==> src/rtl/pkseq_pkg.sv <==
package pkseq_pkg;
  localparam int SLOT_W = 4;
  localparam int CTRL_W = 2;

  localparam logic [SLOT_W-1:0] OP_NOP  = 4'h0;
  localparam logic [SLOT_W-1:0] OP_LIT  = 4'h1;
  localparam logic [SLOT_W-1:0] OP_LD   = 4'h2;
  localparam logic [SLOT_W-1:0] OP_ST   = 4'h3;
  localparam logic [SLOT_W-1:0] OP_DROP = 4'h6;
  localparam logic [SLOT_W-1:0] OP_RET  = 4'hF;

  localparam logic [CTRL_W-1:0] CT_SEQ  = 2'd0;
  localparam logic [CTRL_W-1:0] CT_JZ   = 2'd1;
  localparam logic [CTRL_W-1:0] CT_JMP  = 2'd2;
  localparam logic [CTRL_W-1:0] CT_CALL = 2'd3;

  typedef enum logic [1:0] {ST_FETCH, ST_LOAD, ST_EXEC} seq_st_e;
  typedef enum logic [1:0] {SRC_PC, SRC_TGT, SRC_RTOP} addr_src_e;
endpackage

==> src/rtl/pkseq_decode.sv <==
module pkseq_decode import pkseq_pkg::*; #(
  parameter int N_SLOTS = 4,
  localparam int PC_W   = N_SLOTS * SLOT_W,
  localparam int DATA_W = CTRL_W + PC_W
) (
  input  logic [DATA_W-1:0] pkt_i,
  output logic [CTRL_W-1:0] ctrl_o,
  output logic [SLOT_W-1:0] op_o,
  output logic [PC_W-1:0]   target_o,
  output logic              rest_nop_o
);
  logic [N_SLOTS-1:1] slot_busy;

  for (genvar g = 1; g < N_SLOTS; g++) begin : g_busy
    assign slot_busy[g] = |pkt_i[PC_W-1-g*SLOT_W -: SLOT_W];
  end

  assign ctrl_o     = pkt_i[DATA_W-1 -: CTRL_W];
  assign op_o       = pkt_i[PC_W-1 -: SLOT_W];
  assign target_o   = pkt_i[PC_W-1:0];
  assign rest_nop_o = ~|slot_busy;
endmodule

==> src/rtl/pkseq_slot_reg.sv <==
module pkseq_slot_reg import pkseq_pkg::*; #(
  parameter int N_SLOTS = 4,
  localparam int PC_W   = N_SLOTS * SLOT_W,
  localparam int DATA_W = CTRL_W + PC_W
) (
  input  logic              clk_i,
  input  logic              rst_ni,
  input  logic              en_i,
  input  logic              shift_i,
  input  logic [DATA_W-1:0] cur_i,
  output logic [DATA_W-1:0] pkt_o
);
  logic [PC_W-1:0]   shifted;
  logic [DATA_W-1:0] pkt_q;

  // slot k takes slot k+1; bottom slot takes a nop
  for (genvar g = 0; g < N_SLOTS; g++) begin : g_mv
    if (g == N_SLOTS - 1) begin : g_fill
      assign shifted[SLOT_W-1:0] = OP_NOP;
    end else begin : g_move
      assign shifted[PC_W-1-g*SLOT_W -: SLOT_W] = cur_i[PC_W-1-(g+1)*SLOT_W -: SLOT_W];
    end
  end

  always_ff @(posedge clk_i or negedge rst_ni) begin
    if (!rst_ni) pkt_q <= '0;
    else if (en_i) pkt_q <= shift_i ? {cur_i[DATA_W-1 -: CTRL_W], shifted} : cur_i;
  end

  assign pkt_o = pkt_q;
endmodule

==> src/rtl/pkseq_pc.sv <==
module pkseq_pc import pkseq_pkg::*; #(
  parameter int PC_W = 16
) (
  input  logic            clk_i,
  input  logic            rst_ni,
  input  logic            go_i,
  input  addr_src_e       src_i,
  input  logic [PC_W-1:0] target_i,
  input  logic [PC_W-1:0] rtop_i,
  output logic [PC_W-1:0] pc_o,
  output logic [PC_W-1:0] addr_o
);
  logic [PC_W-1:0] pc_q;

  always_comb begin
    case (src_i)
      SRC_TGT:  addr_o = target_i;
      SRC_RTOP: addr_o = rtop_i;
      default:  addr_o = pc_q;
    endcase
  end

  // every sequencer read leaves pc one past the cell read; wraps at 2**PC_W
  always_ff @(posedge clk_i or negedge rst_ni) begin
    if (!rst_ni) pc_q <= '0;
    else if (go_i) pc_q <= addr_o + PC_W'(1);
  end

  assign pc_o = pc_q;
endmodule

==> src/rtl/pkseq_core.sv <==
module pkseq_core import pkseq_pkg::*; #(
  parameter int N_SLOTS = 4,
  localparam int PC_W   = N_SLOTS * SLOT_W,
  localparam int DATA_W = CTRL_W + PC_W
) (
  input  logic              clk_i,
  input  logic              rst_ni,
  output logic [PC_W-1:0]   mem_addr_o,
  output logic              mem_re_o,
  input  logic [DATA_W-1:0] mem_rdata_i,
  input  logic              tos_zero_i,
  input  logic [PC_W-1:0]   rtop_i,
  output logic [SLOT_W-1:0] op_o,
  output logic              exec_o,
  output logic              lit_push_o,
  output logic [DATA_W-1:0] lit_data_o,
  output logic              ret_push_o,
  output logic [PC_W-1:0]   ret_data_o,
  output logic              ret_pop_o
);
  seq_st_e           st_q, st_d;
  logic              ph2_q, ph2_d;
  logic [DATA_W-1:0] pkt_q, cur_pkt;
  logic [CTRL_W-1:0] dec_ctrl;
  logic [SLOT_W-1:0] dec_op;
  logic [PC_W-1:0]   dec_target, pc_q;
  logic              rest_nop;
  logic              go, pkt_en, pkt_shift;
  addr_src_e         src;

  // first slot runs straight from the RAM in the arrival cycle
  assign cur_pkt = (st_q == ST_LOAD) ? mem_rdata_i : pkt_q;

  pkseq_decode #(.N_SLOTS(N_SLOTS)) u_dec (
    .pkt_i      (cur_pkt),
    .ctrl_o     (dec_ctrl),
    .op_o       (dec_op),
    .target_o   (dec_target),
    .rest_nop_o (rest_nop)
  );

  pkseq_slot_reg #(.N_SLOTS(N_SLOTS)) u_slots (
    .clk_i   (clk_i),
    .rst_ni  (rst_ni),
    .en_i    (pkt_en),
    .shift_i (pkt_shift),
    .cur_i   (cur_pkt),
    .pkt_o   (pkt_q)
  );

  pkseq_pc #(.PC_W(PC_W)) u_pc (
    .clk_i    (clk_i),
    .rst_ni   (rst_ni),
    .go_i     (go),
    .src_i    (src),
    .target_i (dec_target),
    .rtop_i   (rtop_i),
    .pc_o     (pc_q),
    .addr_o   (mem_addr_o)
  );

  always_comb begin
    st_d       = ST_EXEC;
    ph2_d      = 1'b0;
    go         = 1'b0;
    src        = SRC_PC;
    pkt_en     = 1'b0;
    pkt_shift  = 1'b0;
    exec_o     = 1'b0;
    op_o       = dec_op;
    lit_push_o = 1'b0;
    ret_push_o = 1'b0;
    ret_pop_o  = 1'b0;
    if (st_q == ST_FETCH) begin
      go   = 1'b1;
      st_d = ST_LOAD;
    end else if (dec_ctrl != CT_SEQ) begin
      go   = 1'b1;
      st_d = ST_LOAD;
      case (dec_ctrl)
        CT_JZ: begin
          exec_o = 1'b1;
          op_o   = OP_DROP;
          src    = tos_zero_i ? SRC_TGT : SRC_PC;
        end
        CT_CALL: begin
          ret_push_o = 1'b1;
          src        = SRC_TGT;
        end
        default: src = SRC_TGT;
      endcase
    end else if (ph2_q) begin
      // second cycle of literal or load
      lit_push_o = (dec_op == OP_LIT);
      pkt_en     = 1'b1;
      pkt_shift  = 1'b1;
    end else begin
      case (dec_op)
        OP_NOP: begin
          if (rest_nop) begin
            go   = 1'b1;
            st_d = ST_LOAD;
          end else begin
            pkt_en    = 1'b1;
            pkt_shift = 1'b1;
          end
        end
        OP_LIT: begin
          go     = 1'b1;
          ph2_d  = 1'b1;
          pkt_en = 1'b1;
        end
        OP_LD: begin
          exec_o = 1'b1;
          ph2_d  = 1'b1;
          pkt_en = 1'b1;
        end
        OP_ST: begin
          exec_o    = 1'b1;
          pkt_en    = 1'b1;
          pkt_shift = 1'b1;
        end
        OP_RET: begin
          ret_pop_o = 1'b1;
          go        = 1'b1;
          src       = SRC_RTOP;
          st_d      = ST_LOAD;
        end
        default: begin
          exec_o = 1'b1;
          if (rest_nop) begin
            go   = 1'b1;
            st_d = ST_LOAD;
          end else begin
            pkt_en    = 1'b1;
            pkt_shift = 1'b1;
          end
        end
      endcase
    end
  end

  always_ff @(posedge clk_i or negedge rst_ni) begin
    if (!rst_ni) begin
      st_q  <= ST_FETCH;
      ph2_q <= 1'b0;
    end else begin
      st_q  <= st_d;
      ph2_q <= ph2_d;
    end
  end

  assign mem_re_o   = go;
  assign lit_data_o = mem_rdata_i;
  assign ret_data_o = pc_q;


  fetch_then_load_chk: assert property (@(posedge clk_i) disable iff (!rst_ni)
    st_q == ST_FETCH |=> st_q == ST_LOAD);


  mem_port_excl_chk: assert property (@(posedge clk_i) disable iff (!rst_ni)
    !(exec_o && (op_o == OP_LD || op_o == OP_ST) && mem_re_o));


  lit_after_read_chk: assert property (@(posedge clk_i) disable iff (!rst_ni)
    lit_push_o |-> $past(mem_re_o) && !mem_re_o);


  call_fetch_chk: assert property (@(posedge clk_i) disable iff (!rst_ni)
    ret_push_o |-> mem_re_o && !ret_pop_o && !exec_o);


  ret_fetch_chk: assert property (@(posedge clk_i) disable iff (!rst_ni)
    ret_pop_o |-> mem_re_o && mem_addr_o == rtop_i);


  one_action_chk: assert property (@(posedge clk_i) disable iff (!rst_ni)
    $countones({exec_o, lit_push_o, ret_pop_o}) <= 1);
endmodule

==> config.mk <==
export PLATFORM = sky130hd
export DESIGN_NAME = pkseq_core
export DESIGN_NICKNAME = d
export VERILOG_FILES = /design/src/rtl/pkseq_pkg.sv /design/src/rtl/pkseq_decode.sv /design/src/rtl/pkseq_slot_reg.sv /design/src/rtl/pkseq_pc.sv /design/src/rtl/pkseq_core.sv
export SDC_FILE = /design/constraint.sdc
export NUM_CORES = 1
export LEC_CHECK = 0
export BUFFER_PORTS_ARGS = -buffer_cell sky130_fd_sc_hd__buf_2
export CORE_ASPECT_RATIO = 0.7
export CORE_MARGIN = 2
export CORE_UTILIZATION = 50
export DETAILED_ROUTE_END_ITERATION = 16
export GPL_TIMING_DRIVEN = 0
export PLACE_DENSITY = 0.8
export SYNTH_ARGS = -nofsm -noshare
export SYNTH_HDL_FRONTEND = slang
export SYNTH_SLANG_ARGS = --single-unit
export TNS_END_PERCENT = 30
==> constraint.sdc <==
create_clock -name clk_i -period 7.4 [get_ports clk_i]
set_input_delay 1.48 -clock clk_i [delete_from_list [all_inputs] [get_ports clk_i]]
set_output_delay 1.48 -clock clk_i [all_outputs]
set_load 0.01 [all_outputs]
---- Word-level counts from Yosys, hierarchy flattened ----
Cells that the tools add are included.
storage, ports and cells
  bits in registers ....................... 37
  latch bits .............................. 0
  RAM bits ................................ 0
  bits in read-only memories .............. 0
  input port bits ......................... 37
  logic and storage cells ................. 74
  memories kept ........................... 0
cells by class
  add/sub/neg operators ................... 1
  $mul .................................... 0
  divide/modulo/power cells ............... 0
  order comparisons ....................... 0
  equality and inequality tests ........... 9
  shift-type cells ........................ 0
  muxes and demuxes ....................... 50
  bitwise operators ....................... 0
  reductions and logical operators ........ 10
operators by type and width
  kind                                                                   number
  1-bit two-way mux                                                      32
  16-bit one-hot mux with 2 select lines                                 1
  18-bit two-way mux                                                     1
  16-bit by 1-bit adder with 16-bit output, second input constant        1
  16-bit two-way mux                                                     1
  2-bit two-way mux                                                      8
  4-bit two-way mux                                                      3
  12-bit OR reduction                                                    1
  3-bit OR reduction                                                     3
  4-bit by 2-bit equality test with 1-bit output, second input constant  2
  2-bit by 1-bit equality test with 1-bit output, second input constant  3
  1-bit one-hot mux with 2 select lines                                  3
  2-bit OR reduction                                                     3
  2-bit equality test, second input constant                             2
  4-bit by 1-bit equality test with 1-bit output, second input constant  1
  4-bit equality test, second input constant                             1
  4-bit logical NOT                                                      1
  2-bit one-hot mux with 2 select lines                                  1
  2-bit logical NOT                                                      1
  2-bit nonzero test                                                     1

---- Longest topological paths before layout ----
  depth in word-level cells ............... 10
  mapped depth ............................ 21
  gate-level depth less buffers ........... 17

---- Hierarchy ----
From an unflattened synthesis, not the netlist that was laid out.
second synthesis, totals
  cells, all modules ...................... 328
  area total of the unflattened synthesis .. 2999.1 µm²
modules (own cells, without submodules)
  module          instances  cells each  area each (µm²)
  pkseq_pc        1          151         1355.0
  pkseq_slot_reg  1          74          814.5
  pkseq_core      1          77          639.4
  pkseq_decode    1          26          190.2

---- Least setup slack after synthesis ----
Ideal clock, no wire load.
  path kind ............................... input port to output port
  start ................................... input mem_rdata_i[16]
  end ..................................... output mem_addr_o[11]
  arrival ................................. 3520 ps
  data required time ...................... 5920 ps
  path slack .............................. 2400 ps
  stages .................................. 11
  buffers on the path ..................... 2
  cell sequence ........................... mux2i_1 > nor2b_1 > o21a_1 > o22ai_1 > inv_1 > ha_1 > clkbuf_1 > clkbuf_1 > nor2_1 > a221oi_1 > inv_1
on the way
  cells in the longest elaborated chain, start to end .. 7
  elaborated cells on any way between the ends .. 9
  those cells by class .................... 3 x eq/ne; 5 x mux; 1 x reduce/logical
ends and longest elaborated chain
  item                                                                                          RTL line          source
  start: declaration                                                                            pkseq_core.sv:10  input logic [DATA_W-1:0] mem_rdata_i,
  18-bit two-way mux *                                                                          pkseq_core.sv:32  assign cur_pkt = (st_q == ST_LOAD) ? mem_rdata_i : pkt_q;
  2-bit by 1-bit equality test with 1-bit output                                                pkseq_core.sv:80  case (dec_ctrl)
  1-bit two-way mux                                                                             pkseq_core.sv:80
  2-bit two-way mux *                                                                           pkseq_core.sv:77  end else if (dec_ctrl != CT_SEQ) begin
  2-bit two-way mux *                                                                           pkseq_core.sv:74  if (st_q == ST_FETCH) begin
  2-bit equality test / 2-bit by 1-bit equality test with 1-bit output (equally long branches)  pkseq_pc.sv:16    case (src_i)
  16-bit one-hot mux with 2 select lines *                                                      pkseq_pc.sv:16
  end: declaration                                                                              pkseq_core.sv:8   output logic [PC_W-1:0] mem_addr_o,
Every way passes the cells marked *; elsewhere a longest branch is shown, timed or not.

---- Worst setup path in the final report ----
Ends and elaborated chain as after synthesis.

==> flow_summary.ini <==
[run_status]
status = finished clean

[worst_setup_path]
crit_family = buffers and inverters
critical_path.endpoint_type = primary output
reg2reg_slack_ns = 2.71
critPathMaxFanout = 10
start_kind = input pin
crit_required_ns = 5.92
cpPeakStageDelay_ns = 0.52
path_cells = buf_2, mux2i_1, nor2b_1, o21a_1, o22ai_1, inv_1, ha_1, clkbuf_1, clkbuf_1, nor2_1, a221oi_1, inv_1, buf_2
cp_slowest_cell = a221oi_1
criticalPathCategory = input pin to primary output
path_buf_inv = 6
arrival_ns = 4.38

[clock_tree]
cts_root_buffer = clkbuf_8
cts_tree = done
cts_hold_buffers = 0
clkTransAtPathRegs_ns = 0.07
clockBufferDepth = 2
cts_setup_buffers = 0
numClockSinks = 37
htreeDepth = 2
numCtsBuffers = 5
post_cts_resized = 0
clk_latency_ns = 0.29

[pwr]
ir_worst_vdd_mv = 0.354
swShare = 0.498
p_sw_uw = 908
pwr-share-clk = 0.079
power_frac_comb = 0.710
power.leakage_nw = 1.72
power_frac_seq = 0.211
p_int_uw = 917
p_per_area_nw_per_um2 = 525

[yosys]
synth_seq_cells = 37
synth_cells = 321
yosysTopAreaCell = dfrtp_1
syn_area_sq_um = 2830
synth_top_flop_cell = dfrtp_1
seq_area_frac_synth = 0.328
syn_nets = 361
synth_top_cells_by_area = dfrtp_1 33%, mux2i_1 8.1%, buf_4 5.3%, a21oi_1 3.7%, nand2_1 3.7%
synth-edff-count = 0
avgSynthCellArea_sq_um = 8.80
yosysTopAreaCellShare = 0.328
ys_types = 47
async_flop_share = 1.00
yosysWarnings = 0

[global_route]
antenna_found_initial = 0
grt-ovfl-total = 0
grt_pass1_wl_um = 13300
grt_use_total = 0.275
grt_pass1_vias = 2732
grt_max_degree = 38

[place]
hpwl_um = 6500
detailedPlace.worstSlack_ns = 1.64
place_congestion = 0.936
numPortBuffers = 95

[final_layout]
seq_area_sq_um = 926
multi_input_area_sq_um = 1590
num_antenna_cells = 0
fillers = 481
final_common_cell = buf_2
syn_to_final_growth_pct = 23.1
drive_gt1_frac = 0.340
nets = 463
final_cell_mix = 100 x buf_2, 37 x dfrtp_1, 28 x nand2_1

[floorplan]
start_util = 0.529
fp.dieH_um = 66.9
rows = 22
die-width_um = 93.8
pin_count = 96
die_area_sq_um = 6280
fp.coreArea_sq_um = 5340

[sta]
finalHoldViolations = 0
drv_slew = 0
tightest_slew_ns = 0.886
fin_crit_ns = 5.86
relSlewSlack = 0.409
fin_skew_ns = 0.00951
setup_slack_ns = 1.54
setup_tns_ns = 0
fmax_ghz = 0.171
finalCritPeriodShare = 0.792
grt_setup_unrepaired = no
setup_viol = 0

[min_path]
hp-class = flop to flop

[detailed_routing]
drcViolationCount = 0
vias_per_cell = 5.79
drt_iter0_drc = 224
wire_per_inst_um = 16.8
route.vias.total = 2868
drtPass1Iterations = 4
wl_um = 8320
antenna_left = 0

[flow_run]
max_cap_violations = 0
synthesized netlist by cell type (2+ instances only):
library cell  instances
nor2_1               25
dfrtp_1              37
nand2b_1             10
xor2_1                3
a22o_1                2
nor4_1                6
a21oi_1              21
nand3_1               5
mux2_1                5
o31a_1                3
a22oi_1              12
xnor2_1              11
o21ai_0               5
o21a_1                9
o211ai_1              4
nand4_1               6
buf_2                 5
buf_6                 3
nor4_2                2
nand2_1              28
mux2_2                7
clkbuf_1             11
o2bb2ai_1             5
nor2b_1               6
ha_1                  3
mux2i_1              23
inv_1                16
buf_4                20
and2_1                3
nand4b_1              4
nor3_1                5
worst register-to-register path, cell delays in order, from the launching register on:
cell,delay [ns]
dfrtp_1,0.36
buf_4,0.17
nand2b_1,0.07
buf_4,0.18
mux2i_1,0.33
nor2b_1,0.11
o21a_1,0.18
o22ai_1,0.23
inv_1,0.08
ha_1,0.28
clkbuf_1,0.21
nor2b_1,0.15
clkbuf_1,0.40
a22oi_1,0.14
o21a_1,0.16
inv_1,0.13
ha_1,0.18
inv_1,0.08
nor3_1,0.63
nand3_1,0.20
xor2_1,0.19
a21oi_1,0.15
per-layer routing:
metal | track usage | up-vias | wire length [um]
met5 | 0 | - | 0
met4 | 0.0489 | 0 | 41
met3 | 0.0520 | 6 | 819
met2 | 0.434 | 166 | 3650
met1 | 0.396 | 1369 | 3810
li1 | - | 1327 | -
power by group through the flow:
stage                     Sequential, mW  Combinational, mW  Clock, mW
after floorplan                    0.386              0.896          0
after global placement             0.380               1.24          0
after detailed placement           0.384               1.27          0
after CTS                          0.381               1.28      0.147
after global routing               0.396               1.41      0.156
final                              0.385               1.29      0.145
layout make-up:
class / instances / share of cell area
multi-input cells: 228 / 0.456
plain buffers: 39 / 0.0720
repair buffers: 95 / 0.137
clock buffers: 7 / 0.0248
well taps: 72 / 0.0259
inverters: 17 / 0.0184
flip-flops and latches: 37 / 0.266
kinds of logic after synthesis:
kind of cell             synth area share
flip-flops                          0.328
XOR/XNOR                           0.0434
adder cells (fa/ha/maj)            0.0133
buffers and inverters               0.111
AND/OR/NAND/NOR                     0.188
multiplexers                        0.134
AO/OA/AOI/OAI                       0.182
path summary, 6_finish.rpt:
kind | from | end | cells past startpoint
max reg2reg | st_q[0] | u_pc.pc_o[14] | 21
min reg2reg | u_slots.pkt_o[7] | u_slots.pkt_o[7] | 1
max in group asynchronous | rst_ni | u_slots.pkt_o[15] | 1
min in group asynchronous | rst_ni | u_slots.pkt_o[17] | 1
min | u_slots.pkt_o[7] | u_slots.pkt_o[7] | 1
max | mem_rdata_i[16] | mem_addr_o[11] | 13
stage by stage:
step	power, mW	std cells	instance area (sq um)	util	hold WS [ns]
detailed placement	1.66	488	3390	0.635	0.506
global placement	1.62	488	3390	0.635	0.497
floorplan	1.28	321	2830	-	0.475
CTS	1.81	495	3480	0.651	0.528
global route	1.97	495	3480	0.651	0.548
finish	1.82	495	3480	0.651	0.522
registers in the layout, summed over array words and instances, names as in the netlist:
name and cells:
u_slots.pkt_o 18, u_pc.pc_o 16, st_q 2, ph2_q 1
(Power assumes the default switching activity.)
